`config.mk`:
```
export PLATFORM = sky130hd
export DESIGN_NAME = sup_reset_ctrl
export DESIGN_NICKNAME = d
export VERILOG_FILES = /design/src/rtl/sup_pkg.sv /design/src/rtl/sup_sync.sv /design/src/rtl/sup_debounce.sv /design/src/rtl/sup_watchdog.sv /design/src/rtl/sup_hold.sv /design/src/rtl/sup_reset_ctrl.sv
export SDC_FILE = /design/constraint.sdc
export NUM_CORES = 1
export LEC_CHECK = 0
export ABC_AREA = 1
export CAP_MARGIN = 15
export CORE_MARGIN = 5
export CORE_UTILIZATION = 55
export DETAILED_ROUTE_END_ITERATION = 12
export PLACE_DENSITY = 0.85
export SYNTH_ARGS = -nofsm -noshare
export SYNTH_HDL_FRONTEND = slang
export SYNTH_HIERARCHICAL = 1
export SYNTH_SLANG_ARGS = --single-unit
```
`constraint.sdc`:
```
create_clock -name clk_i -period 2.79 [get_ports clk_i]
set_input_delay 0.558 -clock clk_i [delete_from_list [all_inputs] [get_ports clk_i]]
set_output_delay 0.558 -clock clk_i [all_outputs]
set_load 0.02 [all_outputs]
```
`src/rtl/sup_pkg.sv`:
```
package sup_pkg;
  typedef enum logic [1:0] {
    WD_SHORT = 2'b00,
    WD_MID   = 2'b01,
    WD_LONG  = 2'b10,
    WD_LONG2 = 2'b11
  } wd_sel_e;

  function automatic int unsigned max3(int unsigned a, int unsigned b, int unsigned c);
    int unsigned m;
    m = (a > b) ? a : b;
    return (m > c) ? m : c;
  endfunction
endpackage

```
`src/rtl/sup_sync.sv`:
```
module sup_sync #(
  parameter int unsigned W = 1,
  parameter logic [W-1:0] RST_VAL = '0
) (
  input  logic         clk_i,
  input  logic         rst_ni,
  input  logic [W-1:0] d_i,
  output logic [W-1:0] q_o
);
  logic [W-1:0] s1_q, s2_q;

  for (genvar g = 0; g < W; g++) begin : g_bit
    always_ff @(posedge clk_i or negedge rst_ni) begin
      if (!rst_ni) begin
        s1_q[g] <= RST_VAL[g];
        s2_q[g] <= RST_VAL[g];
      end else begin
        s1_q[g] <= d_i[g];
        s2_q[g] <= s1_q[g];
      end
    end
  end

  assign q_o = s2_q;
endmodule

```
`src/rtl/sup_debounce.sv`:
```
module sup_debounce #(
  parameter int unsigned DEB_MS = 16
) (
  input  logic clk_i,
  input  logic rst_ni,
  input  logic tick_i,
  input  logic btn_s_i,   // synchronized, active low
  output logic pressed_o
);
  localparam int unsigned CW = $clog2(DEB_MS + 1);
  localparam logic [CW-1:0] DEB_C = CW'(DEB_MS);

  logic [CW-1:0] cnt_q;

  always_ff @(posedge clk_i or negedge rst_ni) begin
    if (!rst_ni)                         cnt_q <= '0;
    else if (btn_s_i)                    cnt_q <= '0;
    else if (tick_i && cnt_q != DEB_C)   cnt_q <= cnt_q + 1'b1;
  end

  assign pressed_o = (cnt_q == DEB_C);
endmodule

```
`src/rtl/sup_watchdog.sv`:
```
module sup_watchdog
  import sup_pkg::*;
#(
  parameter int unsigned P0_MS = 150,
  parameter int unsigned P1_MS = 610,
  parameter int unsigned P2_MS = 1200
) (
  input  logic       clk_i,
  input  logic       rst_ni,
  input  logic       tick_i,
  input  logic       stb_s_i,
  input  logic [1:0] sel_i,
  input  logic       hold_i,   // reset active: freeze and clear
  output logic       expire_o
);
  localparam int unsigned PMAX = max3(P0_MS, P1_MS, P2_MS);
  localparam int unsigned CW   = $clog2(PMAX + 1);

  logic [CW-1:0] cnt_q, limit;
  logic          stb_q, fall;
  wd_sel_e       sel;

  assign sel  = wd_sel_e'(sel_i);
  assign fall = stb_q & ~stb_s_i;

  always_comb begin
    unique case (sel)
      WD_SHORT: limit = CW'(P0_MS);
      WD_MID:   limit = CW'(P1_MS);
      default:  limit = CW'(P2_MS);
    endcase
  end

  always_ff @(posedge clk_i or negedge rst_ni) begin
    if (!rst_ni) begin
      stb_q <= 1'b0;
      cnt_q <= '0;
    end else begin
      stb_q <= stb_s_i;
      if (hold_i || fall)                 cnt_q <= '0;
      else if (tick_i && cnt_q < limit)   cnt_q <= cnt_q + 1'b1;
    end
  end

  assign expire_o = !hold_i && (cnt_q >= limit);
endmodule

```
`src/rtl/sup_hold.sv`:
```
module sup_hold #(
  parameter int unsigned HOLD_MS = 250
) (
  input  logic clk_i,
  input  logic rst_ni,
  input  logic tick_i,
  input  logic cause_i,
  output logic rst_o
);
  localparam int unsigned CW = $clog2(HOLD_MS + 1);
  localparam logic [CW-1:0] HOLD_C = CW'(HOLD_MS);

  logic [CW-1:0] cnt_q;
  logic          rst_q;

  // release on tick HOLD_MS+1 so a partial first tick never shortens the stretch
  always_ff @(posedge clk_i or negedge rst_ni) begin
    if (!rst_ni) begin
      rst_q <= 1'b1;
      cnt_q <= '0;
    end else if (cause_i) begin
      rst_q <= 1'b1;
      cnt_q <= '0;
    end else if (rst_q && tick_i) begin
      if (cnt_q == HOLD_C) begin
        rst_q <= 1'b0;
        cnt_q <= '0;
      end else begin
        cnt_q <= cnt_q + 1'b1;
      end
    end
  end

  assign rst_o = rst_q;
endmodule

```
`src/rtl/sup_reset_ctrl.sv`:
```
module sup_reset_ctrl #(
  parameter int unsigned HOLD_MS = 250,
  parameter int unsigned DEB_MS  = 16,
  parameter int unsigned P0_MS   = 150,
  parameter int unsigned P1_MS   = 610,
  parameter int unsigned P2_MS   = 1200
) (
  input  logic       clk_i,
  input  logic       rst_ni,
  input  logic       tick_i,
  input  logic       supply_ok_i,
  input  logic       btn_ni,
  input  logic       strobe_i,
  input  logic [1:0] wd_sel_i,
  output logic       rst_o,
  output logic       rst_no
);
  logic [1:0] raw, syn;
  logic       btn_pressed, wd_expire, rst_q, cause;

  assign raw = {strobe_i, btn_ni};

  sup_sync #(.W(2), .RST_VAL(2'b01)) u_sync (
    .clk_i, .rst_ni, .d_i(raw), .q_o(syn)
  );

  sup_debounce #(.DEB_MS(DEB_MS)) u_deb (
    .clk_i, .rst_ni, .tick_i, .btn_s_i(syn[0]), .pressed_o(btn_pressed)
  );

  sup_watchdog #(.P0_MS(P0_MS), .P1_MS(P1_MS), .P2_MS(P2_MS)) u_wd (
    .clk_i, .rst_ni, .tick_i, .stb_s_i(syn[1]), .sel_i(wd_sel_i),
    .hold_i(rst_q), .expire_o(wd_expire)
  );

  assign cause = !supply_ok_i || btn_pressed || wd_expire;

  sup_hold #(.HOLD_MS(HOLD_MS)) u_hold (
    .clk_i, .rst_ni, .tick_i, .cause_i(cause), .rst_o(rst_q)
  );

  assign rst_o  = rst_q;
  assign rst_no = ~rst_q;
endmodule

```
== Word level (Yosys, flattened, before mapping) ==
Index checks and enable logic that the tools add are counted.

* Register bits after elaboration: 30
* Latch bits: 0
* RAM bits: 0
* ROM bits: 0
* Bits of input ports: 8
* Output and inout port bits: 2
* Word-level logic and storage cells: 47
* Memories kept: 0

* Add/subtract/negate cells: 3
* Multiply operators: 0
* Div/mod/pow operators: 0
* Order comparisons: 2
* Equality and inequality tests: 4
* Shift operators: 0
* Multiplexer cells: 11
* Bitwise operators: 3
* Reductions and logical operators: 15

{| class="wikitable"
|+ Operators by type and width
! kind !! count
|-
| 2-to-1 mux 8 bit || 3
|-
| 2-to-1 mux 11 bit || 2
|-
| case mux 11 bit (2 select lines) || 1
|-
| adder 11 x 1 -> 11 bit (second input constant) || 1
|-
| greater-or-equal comparator 11 bit || 1
|-
| < comparator 11 bit || 1
|-
| 2-to-1 mux 5 bit || 2
|-
| adder 8 x 1 -> 8 bit (second input constant) || 1
|-
| equality test 8 bit (second input constant) || 1
|-
| nonzero test 2 bit || 4
|-
| adder 5 x 1 -> 5 bit (second input constant) || 1
|-
| equality test 5 bit (second input constant) || 1
|-
| != test 5 bit (second input constant) || 1
|-
| logical AND 1 bit || 4
|-
| logical OR 1 bit || 3
|-
| 2-to-1 mux 1 bit || 3
|-
| equality test 2 x 1 -> 1 bit (second input constant) || 1
|-
| zero test 1 bit || 2
|-
| zero test 2 bit || 1
|-
| inverter 1 bit || 2
|-
| AND reduction 2 bit || 1
|-
| bitwise AND 1 bit || 1
|}

== Depth between registers and ports, before layout ==
Gate-level depths: netlist (run 1).

* Depth after elaboration: 7
* Gate-level depth with buffers: 19
* Depth with buffers taken out: 19

== Modules after synthesis ==
Netlist (run 1), hierarchy kept.

{| class="wikitable"
|+ By module, submodules not included
! module !! times used !! cells each !! area an instance (µm²) !! sequential area each (µm²)
|-
| sup_watchdog || 1 || 153 || 1,066.0 || 300.3
|-
| sup_hold || 1 || 67 || 505.5 || 226.5
|-
| sup_debounce || 1 || 41 || 341.6 || 125.1
|-
| sup_sync || 1 || 4 || 102.6 || 102.6
|-
| sup_reset_ctrl || 1 || 4 || 16.3 || 0.0
|}

== Least setup slack after synthesis (run 1) ==
Ideal clock, no wire load.

* Path type: input -> register
* From: input port wd_sel_i[1]
* To: register u_hold.cnt_q[2]
* Library setup time: 120 ps
* Data arrival time: 2,139 ps
* Required time: 2,670 ps
* Path slack: 532 ps
* Stages on the path: 16
* Path buffers: 0
* Cells stage by stage: inv_2 -> nand2_2 -> ha_1 -> nand2_1 -> inv_1 -> a21boi_1 -> o2111ai_1 -> nand2_1 -> inv_1 -> inv_1 -> nand3_1 -> inv_1 -> nand2_4 -> nand2_1 -> xor2_1 -> nor2_1

* Cells in the longest elaborated chain, start to end: 6
* Elaborated cells on any way between the ends: 8
* Those cells by class: order compare (1); eq/ne (1); mux (2); reduce/logical (4)

{| class="wikitable"
|+ RTL lines
! item !! RTL line !! RTL
|-
| start: declaration || sup_reset_ctrl.sv:14 || <nowiki>input logic [1:0] wd_sel_i,</nowiki>
|-
| equality test 2 x 1 -> 1 bit / zero test 2 bit (equally long branches) || sup_watchdog.sv:27 || <nowiki>unique case (sel)</nowiki>
|-
| case mux 11 bit (2 select lines) (*) || sup_watchdog.sv:27 ||
|-
| greater-or-equal comparator 11 bit (*) || sup_watchdog.sv:45 || <nowiki>assign expire_o = !hold_i && (cnt_q >= limit);</nowiki>
|-
| logical AND 1 bit (*) || sup_watchdog.sv:45 ||
|-
| named net wd_expire || sup_reset_ctrl.sv:19 || <nowiki>logic btn_pressed, wd_expire, rst_q, cause;</nowiki>
|-
| logical OR 1 bit (*) || sup_reset_ctrl.sv:36 || <nowiki>assign cause = !supply_ok_i || btn_pressed || wd_expire;</nowiki>
|-
| named net cause || sup_reset_ctrl.sv:19 ||
|-
| 2-to-1 mux 8 bit / nonzero test 2 bit (equally long branches) || n/a ||
|-
| end signal: assignment || sup_hold.sv:29 || <nowiki>cnt_q <= cnt_q + 1'b1;</nowiki>
|-
| end: declaration || sup_hold.sv:13 || <nowiki>logic [CW-1:0] cnt_q;</nowiki>
|}

Mark *: on every way through the listed nets, which the timed path passes. The rest lies on a longest branch.
A chain may end at the register's enable or synchronous reset.

== Final worst setup path (run 1) ==
* From: input port wd_sel_i[1]
* To: register u_hold.cnt_q[6]

The elaborated chain is that of the path after synthesis.

==> Implementation_results.wiki, run 1 <==
{| class="wikitable"
! Metric !! Value
|-
| Result of the run || finished clean
|-
| N_diodes || 0
|-
| Xor-xnor portion of the synthesized cell area || 3.017%
|-
| All-layer global routing usage || 16.87%
|-
| Post-Syn Instances || 269
|-
| Sw Ratio || 26.02%
|-
| Clock sink count || 30
|-
| First-pass GRT wire length || 7.065 mm
|-
| Ranking of synthesized cells by instance count || nand2_1, inv_1, dfrtp_1, nand3_1, nor2_1
|-
| Critical path data required time || 2.96 ns
|-
| Worst setup path category || in -> reg
|-
| Instance count along the most critical hold path || 0
|-
| Detailed placement HPWL || 2.969 mm
|-
| CTS clock-pin slew for the worst setup and hold paths || 0.07 ns
|-
| Count of H-tree levels built during CTS || 2
|-
| Async S/R FF share, synth || 100.0%
|-
| Share of final-layout standard cells stronger than drive strength 1 || 18.77%
|-
| Finished Layout Cells || 341
|-
| Capture point of the worst reg-to-reg path || u_hold/cnt_q[6]
|-
| Final count of negative-setup-slack endpoints || 0
|-
| Width of the die || 70.78 um
|-
| Number of enable flip-flop cells after synthesis || 0
|-
| Final critical-path required period || 2.565 ns
|-
| Fmax || 389.8 MHz
|-
| Insertion delay to the later sink of the worst-skew pair || 0.28 ns
|-
| P_sw || 244.3 uW
|-
| Top area cells in the synthesized netlist || dfrtp_1, nand2_1, ha_1
|-
| Final hold violations || 0
|-
| DRC Markers || 0
|-
| Worst Min Path Start || u_sync/s1_q[1]
|-
| Most common cell in the synthesized netlist || nand2_1
|-
| Detail-routed net length per standard cell || 11.28 um
|-
| Pin count of the biggest net entering global routing || 31
|-
| Cell taking the most area after synthesis || dfrtp_1
|-
| Average cell area after synthesis || 7.554 sq um
|-
| Largest family of logic cells by synthesized area || simple AND/OR/NAND/NOR gates
|-
| Die Height || 70.78 um
|-
| Initial antenna violation count || 0
|-
| Hold buffer count at CTS || 0
|-
| Fin Clk Skew || 0.008174 ns
|-
| Power share of the sequential group || 49.4%
|-
| Routed wl met3 || 101 um
|-
| Summed negative setup slack over all endpoints || 0 ns
|-
| Fraction of power consumed by the clock network || 38.2%
|-
| Area post-placement || 2251 sq um
|-
| Adder and majority gate portion of the synthesized area || 6.773%
|-
| Number of buffers inserted during clock tree synthesis || 5
|-
| Vias in the first global route || 1669
|-
| Combinational power share || 12.4%
|-
| Total number of yosys warnings || 6
|-
| Most used flip-flop cell after synthesis || dfrtp_1
|-
| Peak VDD IR || 421.0 uV
|-
| Final worst-path cycle share || 91.94%
|-
| Post-CTS setup buffer count || 0
|-
| DRT iter0 DRCs || 59
|-
| Final antenna-violating net count || 0
|-
| Internal Power || 694.8 uW
|-
| Kind of end point of the critical path || flip-flop
|-
| Wire length on met2 || 1.796 mm
|-
| Final max-slew violation count || 0
|-
| Clock tree from TritonCTS || done
|-
| Share of the yosys chip area belonging to registers || 37.13%
|-
| Count of different cell masters after synthesis || 29
|-
| Post-CTS sizing || 0
|-
| Area Growth Syn to Fin || 15.76%
|-
| Total Wirelength || 3.845 mm
|-
| Synth Cell Area || 2032 sq um
|-
| Effective utilization at floorplan || 55.92%
|-
| Initial DRT Pass Iterations || 4
|-
| Maximum Capacitance Violations || 0
|-
| Count of buffers from port buffering || 9
|-
| Metal1 wirelength || 1.916 mm
|-
| Static leakage || 0.001188 uW
|-
| Clock buffer depth || 2
|-
| Transition time at the pin with the least slew margin || 0.3930 ns
|-
| Flop and latch count out of synthesis || 30
|-
| Critical-path maximum fanout || 8
|-
| R2r setup slk || 0.64 ns
|-
| Power Density || 399.2 nW/um^2
|-
| Startpoint type of the worst setup path || primary input
|-
| Compound-cell area share of the yosys netlist || 5.850%
|-
| Total vias in the final route || 1697
|-
| Simple-gate share of the synthesized area || 38.05%
|-
| Final nets || 311
|-
| I/O pin total || 10
|-
| Area share of the leading cell type in the synthesized netlist || 33.25%
|-
| Max transition margin || 73.72%
|-
| Setup repair after global routing missed its margin || no
|-
| Worst path arrival time || 2.73 ns
|-
| Worst r2r src || u_wd/cnt_q[6]
|-
| DR top layer || met4
|-
| Std cell rows || 22
|-
| Type of the tightest min-delay check || reg -> reg
|-
| Die area || 5010 sq um
|-
| Vias per cell || 4.977
|-
| Area inside the core boundary || 3633 sq um
|-
| Placer congestion estimate || 0.8924
|-
| Number of placed cells counting well taps || 333
|-
| Clock Root Buffer || clkbuf_8
|-
| Mux contribution to synthesized area || 0%
|-
| Total non-filler cell area in the finished layout || 2352 sq um
|-
| Net Count, Synth || 288
|-
| Sum of overflow across all layers after global routing || 0
|-
| Fillers || 297
|-
| Length in cells of the worst reg-to-reg path || 15
|-
| Endpoint with the worst hold slack || u_sync/q_o[1]
|}
[cell type report]
type / count / area, sq um / share of cell area [%]
Clock buffer: 6 / 82.58 / 3.511
Clock inverter: 2 / 12.51 / 0.5319
Inverter: 39 / 160.2 / 6.809
Multi-Input combinational cell: 196 / 1097 / 46.65
Sequential cell: 30 / 754.5 / 32.07
Tap cell: 48 / 60.06 / 2.553
Timing Repair Buffer: 20 / 185.2 / 7.872
[routing by layer]
metal	track usage (%)	vias up
li1	-	913
met1	22.26	759
met2	27.60	19
met3	4.261	6
met4	4.593	0
met5	0	-
[state kept, by name, indices dropped and copies added, names as in the netlist]
signal and cells:
u_sync/q_o 2, u_sync/s1_q 2, u_hold/cnt_q 8, u_wd/cnt_q 11, u_wd/stb_q 1, u_hold/rst_o 1, u_deb/cnt_q 5
[power by group through the flow]
stage | sequential, uW | combinational (uW) | clock, uW
floorplan | 468 | 70.7 | 0
global placement | 471 | 114 | 0
detailed placement | 471 | 116 | 0
CTS | 464 | 117 | 369
global route | 466 | 131 | 393
finish | 464 | 117 | 359
[cells by family (layout without fill, tap and decap cells)]
logic type                 after synthesis  in the layout
xor gates and xnor gates                 7              7
AOI/OAI and AO/OA                       20             20
DFF                                     30             30
adders and majority gates               11             11
buffers and inverters                   43             67
and+or+nand+nor                        158            158
[through the flow]
stage | power (uW) | hold WS [ns] | utilization [%] | setup slack (ns)
after global placement | 584.3 | 0.3316 | 61.95 | -0.03299
after global routing | 990.3 | 0.3685 | 64.74 | 0.03563
final | 939.1 | 0.3477 | 64.74 | 0.2248
after CTS | 949.1 | 0.3489 | 64.57 | 0.1976
after floorplan | 538.5 | 0.2624 | - | 0.5317
after detailed placement | 587.5 | 0.3347 | 61.95 | -0.09731
[cell usage in the layout (no fill, tap or decap), drive strengths merged, types with 9 or more instances in the layout]
cell type and instances:
a21oi 9, buf 11, clkdlybuf4s50 9, dfrtp 27, ha 11, inv 38, nand2 79, nand3 30
nand4 9, nor2 31
[critical path, stage by stage]
cell	delay, ns
clkdlybuf4s50_1	0.50
inv_2	0.06
ha_1	0.30
a21oi_1	0.20
a21boi_1	0.24
o2111ai_1	0.14
nand2_1	0.07
inv_1	0.03
inv_1	0.04
nand3_1	0.08
inv_2	0.10
nand2_4	0.09
nand3_1	0.12
nor2_1	0.05
nor2_1	0.09
nor2_1	0.06
[worst max path at each step]
stage,from,endpoint,slack [ns],cells past startpoint
3_5_place_dp,wd_sel_i[1],u_hold/cnt_q[6],-0.1,16
6_report,wd_sel_i[1],u_hold/cnt_q[6],0.22,16
4_1_cts,wd_sel_i[1],u_hold/cnt_q[6],0.20,16
2_1_floorplan,wd_sel_i[1],u_hold/cnt_q[2],0.53,16
3_3_place_gp,wd_sel_i[1],u_hold/cnt_q[3],-0.03,15
5_1_grt,wd_sel_i[1],u_hold/cnt_q[6],0.04,18
Note: power is estimated with default switching activity, not from simulation.
==> run 2: changes to the inputs <==
--- a/config.mk
+++ b/config.mk
@@ -7,10 +7,12 @@
 export LEC_CHECK = 0
 export ABC_AREA = 1
 export CAP_MARGIN = 15
+export CELL_PAD_IN_SITES_DETAIL_PLACEMENT = 1
+export CELL_PAD_IN_SITES_GLOBAL_PLACEMENT = 2
 export CORE_MARGIN = 5
-export CORE_UTILIZATION = 55
+export CORE_UTILIZATION = 35
 export DETAILED_ROUTE_END_ITERATION = 12
-export PLACE_DENSITY = 0.85
+export PLACE_DENSITY = 0.89
 export SYNTH_ARGS = -nofsm -noshare
 export SYNTH_HDL_FRONTEND = slang
 export SYNTH_HIERARCHICAL = 1
==> run 2 against run 1 <==
- hold slack improved by 0.0036 ns
- highest routed layer unchanged
- final cell count increased by 7.6%
- maximum frequency increased by 1.4%
- global-route usage decreased by 2.2 points
- flip-flop and latch count unchanged
- core utilization decreased by 22 points
- largest power group unchanged
- sequential share of layout area decreased by 0.65 points
==> Implementation_results.wiki, run 2 (same netlist as run 1, synthesis figures left out) <==
{| class="wikitable"
! Metric !! Value
|-
| Critical path data required time || 2.97 ns (about the same)
|-
| Count of buffers from port buffering || 9 (unchanged)
|-
| Critical path buffer and inverter count || 6 (+1)
|-
| Worst Min Path Start || u_sync/s1_q[1]
|-
| Effective utilization at floorplan || 36.45% (-19 points)
|-
| Vias in the first global route || 1909 (+14%)
|-
| Critical path's top delay family || buffers and inverters
|-
| Clock tree from TritonCTS || done
|-
| Launch point of the worst path || wd_sel_i[1]
|-
| Final max-slew violation count || 0 (unchanged)
|-
| Post-CTS setup buffer count || 0 (unchanged)
|-
| CTS clock-pin slew for the worst setup and hold paths || 0.07 ns (about the same)
|-
| Area inside the core boundary || 5574 sq um (+53%)
|-
| Initial antenna violation count || 0 (unchanged)
|-
| Initial DRT Pass Iterations || 4 (unchanged)
|-
| Count of H-tree levels built during CTS || 2 (unchanged)
|-
| Die Height || 86.20 um (+22%)
|-
| Final hold violations || 0 (unchanged)
|-
| Commonest non-fill, non-tap cells in the layout || nand2_1, inv_1, nand3_1, dfrtp_1, nor2_1
|-
| Peak VDD IR || 255.2 uV (-39%)
|-
| Detail-routed net length per standard cell || 13.44 um (+19%)
|-
| Total Wirelength || 4.931 mm (+28%)
|-
| Final antenna-violating net count || 0 (unchanged)
|-
| Instance count along the most critical hold path || 0 (unchanged)
|-
| Critical-path maximum fanout || 8 (unchanged)
|-
| Type of the tightest min-delay check || reg -> reg
|-
| I/O pin total || 10 (unchanged)
|-
| Startpoint type of the worst setup path || primary input
|-
| Maximum Capacitance Violations || 0 (unchanged)
|-
| All-layer global routing usage || 14.70% (-2.2 points)
|-
| Depth of the critical timing path with buffers and inverters included || 16 (unchanged)
|-
| Most common cell after layout, fill and taps aside || nand2_1
|-
| Clock sink count || 30 (unchanged)
|-
| Fmax || 395.3 MHz (+1.4%)
|-
| Post-layout utilization of the core || 43.08% (-22 points)
|-
| Worst setup path category || in -> reg
|-
| Slowest stage cell on the critical path || clkdlybuf4s50_1
|-
| N_diodes || 0 (unchanged)
|-
| Clock Root Buffer || clkbuf_8
|-
| Total non-filler cell area in the finished layout || 2401 sq um (+2.1%)
|-
| CP cell instances || clkdlybuf4s50_1, inv_2, ha_1, nand2_1, inv_1, a21boi_1, o2111ai_1, nand2_1, inv_1, inv_1, nand3_1, inv_2, nand2_4, nand2_1, xor2_1, nor2_1
|-
| Width of the die || 86.20 um (+22%)
|-
| Summed negative setup slack over all endpoints || 0 ns (unchanged)
|-
| Final count of negative-setup-slack endpoints || 0 (unchanged)
|-
| Kind of end point of the critical path || flip-flop
|-
| Total vias in the final route || 1755 (+3.4%)
|-
| Worst r2r src || u_wd/cnt_q[6]
|-
| Placer congestion estimate || 0.7850 (-12%)
|-
| Power Density || 401.7 nW/um^2 (+0.62%)
|-
| Pin count of the biggest net entering global routing || 31 (unchanged)
|-
| DRC Markers || 0 (unchanged)
|-
| Static leakage || 0.001199 uW (+0.93%)
|-
| Area post-placement || 2296 sq um (+2.0%)
|-
| Setup repair after global routing missed its margin || no
|-
| Final nets || 313 (+0.64%)
|-
| Result of the run || finished clean
|-
| Detailed placement HPWL || 3.684 mm (+24%)
|-
| Register with the most flip-flops || u_wd/cnt_q
|-
| Worst path arrival time || 2.71 ns (-0.02 ns)
|-
| Final Hold Slack || 0.3513 ns (+0.003552 ns)
|-
| Max transition margin || 73.41% (-0.31 points)
|-
| Number of buffers inserted during clock tree synthesis || 5 (unchanged)
|-
| DRT iter0 DRCs || 40 (-32%)
|-
| Clock buffer depth || 2 (unchanged)
|-
| Final critical-path required period || 2.530 ns (-0.03565 ns)
|-
| Registers with the highest flip-flop counts || u_wd/cnt_q x11, u_hold/cnt_q x8, u_deb/cnt_q x5
|-
| Std cell rows || 27 (+23%)
|-
| Length in cells of the worst reg-to-reg path || 15 (unchanged)
|-
| Delay of the slowest cell on the worst path || 0.51 ns (about the same)
|-
| Area Growth Syn to Fin || 18.16%
|-
| Sum of overflow across all layers after global routing || 0 (unchanged)
|-
| Vias per cell || 4.782 (-3.9%)
|-
| Number of flip-flops in the largest register || 11 (unchanged)
|-
| Hold buffer count at CTS || 0 (unchanged)
|-
| Fin Clk Skew || 0.003283 ns (-0.004891 ns)
|-
| Final worst-path cycle share || 90.66% (-1.3 points)
|-
| Overall power of the completed layout || 964.6 uW (+2.7%)
|-
| Insertion delay to the later sink of the worst-skew pair || 0.29 ns (about the same)
|-
| Transition time at the pin with the least slew margin || 0.3989 ns (+0.005866 ns)
|-
| Share of final-layout standard cells stronger than drive strength 1 || 19.66% (+0.89 points)
|-
| Die area || 7430 sq um (+48%)
|-
| First-pass GRT wire length || 8.714 mm (+23%)
|}
run 2: cell count changes in the layout (fill, tap and decap cells not counted):
| cell | previous run | this run |
|---|---|---|
| buf_4 | 10 | 12 |
| a21oi_2 | 1 | 2 |
| a21oi_1 | 8 | 7 |
run 2: repair_timing:
item                                    in CTS  in global routing
endpoints found under the setup margin       0                  4
resized for setup                            0                  4
hold endpoints to repair                     0                  0
run 2: metal layers:
layer / GRT usage (%) / share of wire [%]
met5: 0 / 0
met4: 4.249 / 1.2
met1: 18.55 / 50
met3: 2.947 / 1.6
met2: 25.44 / 47
run 2: final timing paths:
kind	endpoint	slack, ns
setup reg to reg	u_hold/cnt_q[6]	0.63
hold / removal	u_sync/q_o[1]	0.35
setup / recovery	u_hold/cnt_q[3]	0.26
min in group asynchronous	u_wd/cnt_q[1]	0.65
hold reg to reg	u_sync/q_o[1]	0.35
max in group asynchronous	u_sync/q_o[0]	1.80
run 2: area by class of cell:
type	instances	area, sq um
repair buffers	22	200.2
flip-flops and latches	30	754.5
clock buffers	6	82.58
inverters	39	160.2
multi-input cells	196	1101
fillers	727	3173
clock inverters	2	12.51
well taps	72	90.09
run 2: power breakdown:
group / internal, uW / switching, uW
combinational: 48.6 / 71.9
clock: 198 / 181
sequential: 449 / 15.5
run 2: per-stage QoR:
step	setup WS [ns]	cells
floorplan	0.5317	269
global placement	-0.06427	359
detailed placement	-0.1253	359
CTS	0.1890	367
global route	0.03475	367
finish	0.2604	367
==> run 3: changes to the inputs <==
--- a/config.mk
+++ b/config.mk
@@ -13,6 +13,7 @@
 export CORE_UTILIZATION = 35
 export DETAILED_ROUTE_END_ITERATION = 12
 export PLACE_DENSITY = 0.89
+export RECOVER_POWER = 25
 export SYNTH_ARGS = -nofsm -noshare
 export SYNTH_HDL_FRONTEND = slang
 export SYNTH_HIERARCHICAL = 1
==> run 3 against run 2 <==
- the run now ends with max-capacitance violations, max-slew violations left
- non-clock buffer count did not move
- power fell by 0.16%
- core utilization fell by 0.067 points
- hold slack did not move
- global-route usage did not move
- critical endpoint unchanged
- highest routed layer unchanged
==> Implementation_results.wiki, run 3 (same netlist as run 1, synthesis figures left out) <==
{| class="wikitable"
! Metric !! Value
|-
| Overall power of the completed layout || 963.0 uW (-0.16%)
|-
| Detail-routed net length per standard cell || 13.43 um (about the same)
|-
| Setup repair after global routing missed its margin || no
|-
| Startpoint type of the worst setup path || primary input
|-
| Total vias in the final route || 1755 (unchanged)
|-
| R2r setup slk || 0.63 ns (about the same)
|-
| Worst r2r src || u_wd/cnt_q[6]
|-
| CTS clock-pin slew for the worst setup and hold paths || 0.07 ns (about the same)
|-
| Final worst-path cycle share || 90.67% (about the same)
|-
| Die Height || 86.20 um (unchanged)
|-
| I/O pin total || 10 (unchanged)
|-
| Sum of overflow across all layers after global routing || 0 (unchanged)
|-
| Fmax || 395.3 MHz (about the same)
|-
| Wire length on met2 || 2.312 mm (-0.26%)
|-
| Fin Clk Skew || 0.003224 ns (-0.00005976 ns)
|-
| Effective utilization at floorplan || 36.45% (unchanged)
|-
| Final critical-path required period || 2.530 ns (+0.00002100 ns)
|-
| Initial antenna violation count || 0 (unchanged)
|-
| Static leakage || 0.001196 uW (-0.24%)
|-
| Commonest non-fill, non-tap cells in the layout || nand2_1, inv_1, nand3_1, dfrtp_1, nor2_1
|-
| Worst path arrival time || 2.71 ns (about the same)
|-
| First-pass GRT wire length || 8.714 mm (unchanged)
|-
| Width of the die || 86.20 um (unchanged)
|-
| Area post-placement || 2296 sq um (unchanged)
|-
| DRT iter0 DRCs || 40 (unchanged)
|-
| Worst setup path category || in -> reg
|-
| Die area || 7430 sq um (unchanged)
|-
| All-layer global routing usage || 14.70% (unchanged)
|-
| End of the critical path || u_hold/cnt_q[3]
|-
| Registers with the highest flip-flop counts || u_wd/cnt_q x11, u_hold/cnt_q x8, u_deb/cnt_q x5
|-
| Std cell rows || 27 (unchanged)
|-
| CP cell instances || clkdlybuf4s50_1, inv_2, ha_1, nand2_1, inv_1, a21boi_1, o2111ai_1, nand2_1, inv_1, inv_1, nand3_1, inv_2, nand2_4, nand2_1, xor2_1, nor2_1
|-
| Final antenna-violating net count || 0 (unchanged)
|-
| Insertion delay to the later sink of the worst-skew pair || 0.29 ns (about the same)
|-
| Final nets || 313 (unchanged)
|-
| Number of buffers inserted during clock tree synthesis || 5 (unchanged)
|-
| Critical-path maximum fanout || 8 (unchanged)
|-
| Initial DRT Pass Iterations || 4 (unchanged)
|-
| Vias in the first global route || 1909 (unchanged)
|-
| Number of flip-flops in the largest register || 11 (unchanged)
|-
| Metal1 wirelength || 2.475 mm (+0.12%)
|-
| DRC Markers || 0 (unchanged)
|-
| Result of the run || finished with violations
|-
| Delay of the slowest cell on the worst path || 0.51 ns (about the same)
|-
| Vias per cell || 4.782 (unchanged)
|-
| Peak VDD IR || 254.9 uV (-0.10%)
|-
| Critical path data required time || 2.97 ns (about the same)
|-
| Clock tree from TritonCTS || done
|-
| Launch point of the worst path || wd_sel_i[1]
|-
| Type of the tightest min-delay check || reg -> reg
|-
| Detailed placement HPWL || 3.684 mm (unchanged)
|-
| Share of final-layout standard cells stronger than drive strength 1 || 19.32% (-0.34 points)
|-
| Total Wirelength || 4.928 mm (about the same)
|-
| Total non-filler cell area in the finished layout || 2397 sq um (-0.16%)
|-
| Length in cells of the worst reg-to-reg path || 15 (unchanged)
|-
| Kind of end point of the critical path || flip-flop
|-
| Maximum Capacitance Violations || 1 (+1)
|-
| Routed wl met3 || 80 um (unchanged)
|-
| Power Density || 401.7 nW/um^2 (about the same)
|-
| Count of buffers from port buffering || 9 (unchanged)
|-
| Fillers || 728 (+0.14%)
|-
| Post-layout utilization of the core || 43.01% (-0.067 points)
|-
| Final max-slew violation count || 31 (+31)
|-
| Final hold violations || 0 (unchanged)
|-
| Capture point of the worst reg-to-reg path || u_hold/cnt_q[6]
|-
| Violated checks || max-capacitance violations, max-slew violations
|-
| Max transition margin || -11.62% (-85 points)
|-
| Clock Root Buffer || clkbuf_8
|-
| Transition time at the pin with the least slew margin || 1.674 ns (+1.275 ns)
|-
| Final count of negative-setup-slack endpoints || 0 (unchanged)
|-
| N_diodes || 0 (unchanged)
|-
| Slowest stage cell on the critical path || clkdlybuf4s50_1
|-
| Clock sink count || 30 (unchanged)
|-
| Final Hold Slack || 0.3513 ns (unchanged)
|-
| Register with the most flip-flops || u_wd/cnt_q
|-
| Count of H-tree levels built during CTS || 2 (unchanged)
|-
| Most common cell after layout, fill and taps aside || nand2_1
|-
| DR top layer || met4
|-
| Clock buffer depth || 2 (unchanged)
|-
| Pin count of the biggest net entering global routing || 31 (unchanged)
|-
| Hold buffer count at CTS || 0 (unchanged)
|-
| Area inside the core boundary || 5574 sq um (unchanged)
|-
| Placer congestion estimate || 0.7850 (unchanged)
|-
| Area Growth Syn to Fin || 17.98%
|}
run 3: changes by cell type in the layout (fill, tap and decap cells not counted), sizes merged:
cell,before,now
clkdlybuf4s50,9,6
dlygate4sd3,0,3
buf,13,12
clkbuf,6,7
run 3: worst min path at each step:
| stage | depth (start not counted) | startpoint | endpoint | slack [ns] |
|---|---|---|---|---|
| 2_1_floorplan | 0 | rst_ni | u_deb/cnt_q[0] | 0.26 |
| 3_3_place_gp | 0 | u_sync/s1_q[1] | u_sync/q_o[1] | 0.33 |
| 3_5_place_dp | 0 | u_sync/s1_q[1] | u_sync/q_o[1] | 0.34 |
| 4_1_cts | 0 | u_sync/s1_q[1] | u_sync/q_o[1] | 0.36 |
| 5_1_grt | 0 | u_sync/s1_q[1] | u_sync/q_o[1] | 0.36 |
| 6_report | 0 | u_sync/s1_q[1] | u_sync/q_o[1] | 0.35 |
run 3: report_power, final:
part / internal, uW / total [uW] / switching [uW] / leakage, uW
clock: 198 / 379 / 181 / 0.0000472
sequential: 449 / 465 / 15.5 / 0.000398
combinational: 47.1 / 119 / 71.9 / 0.000751
total: 694 / 963 / 269 / 0.00120
run 3: layout make-up:
cell class | instances | area [sq um] | area share, %
Sequential cell | 30 | 754.5 | 31.47
Clock buffer | 6 | 82.58 | 3.445
Timing Repair Buffer | 22 | 196.4 | 8.194
Multi-Input combinational cell | 196 | 1101 | 45.93
Inverter | 39 | 160.2 | 6.681
Clock inverter | 2 | 12.51 | 0.5219
Tap cell | 72 | 90.09 | 3.758
run 3: layer usage:
layer / track usage, % / up-vias
li1: - / 908
met1: 18.55 / 831
met2: 25.44 / 11
met3: 2.947 / 5
met4: 4.249 / 0
met5: 0 / -
run 3: per-stage QoR:
| step | setup WS, ns | TNS (ns) | cells |
|---|---|---|---|
| finish | 0.2604 | 0 | 367 |
| global route | 0.03475 | 0 | 367 |
| CTS | 0.1890 | 0 | 367 |
| detailed placement | -0.1253 | -0.5703 | 359 |
| global placement | -0.06427 | -0.2551 | 359 |
| floorplan | 0.5317 | 0 | 269 |
run 3: what timing repair did:
item,4_1_cts,5_1_grt
setup buffers,0,0
endpoints found under the setup margin,0,4
resized for setup,0,4
run 3: worst max-delay path: cells and delay by family:
| family | cells | cell delay [ns] |
|---|---|---|
| buf+inv | 6 | 0.84 |
| simple gates | 6 | 0.53 |
| fa+ha+maj | 1 | 0.32 |
| compound gates | 2 | 0.32 |
| xor+xnor | 1 | 0.15 |
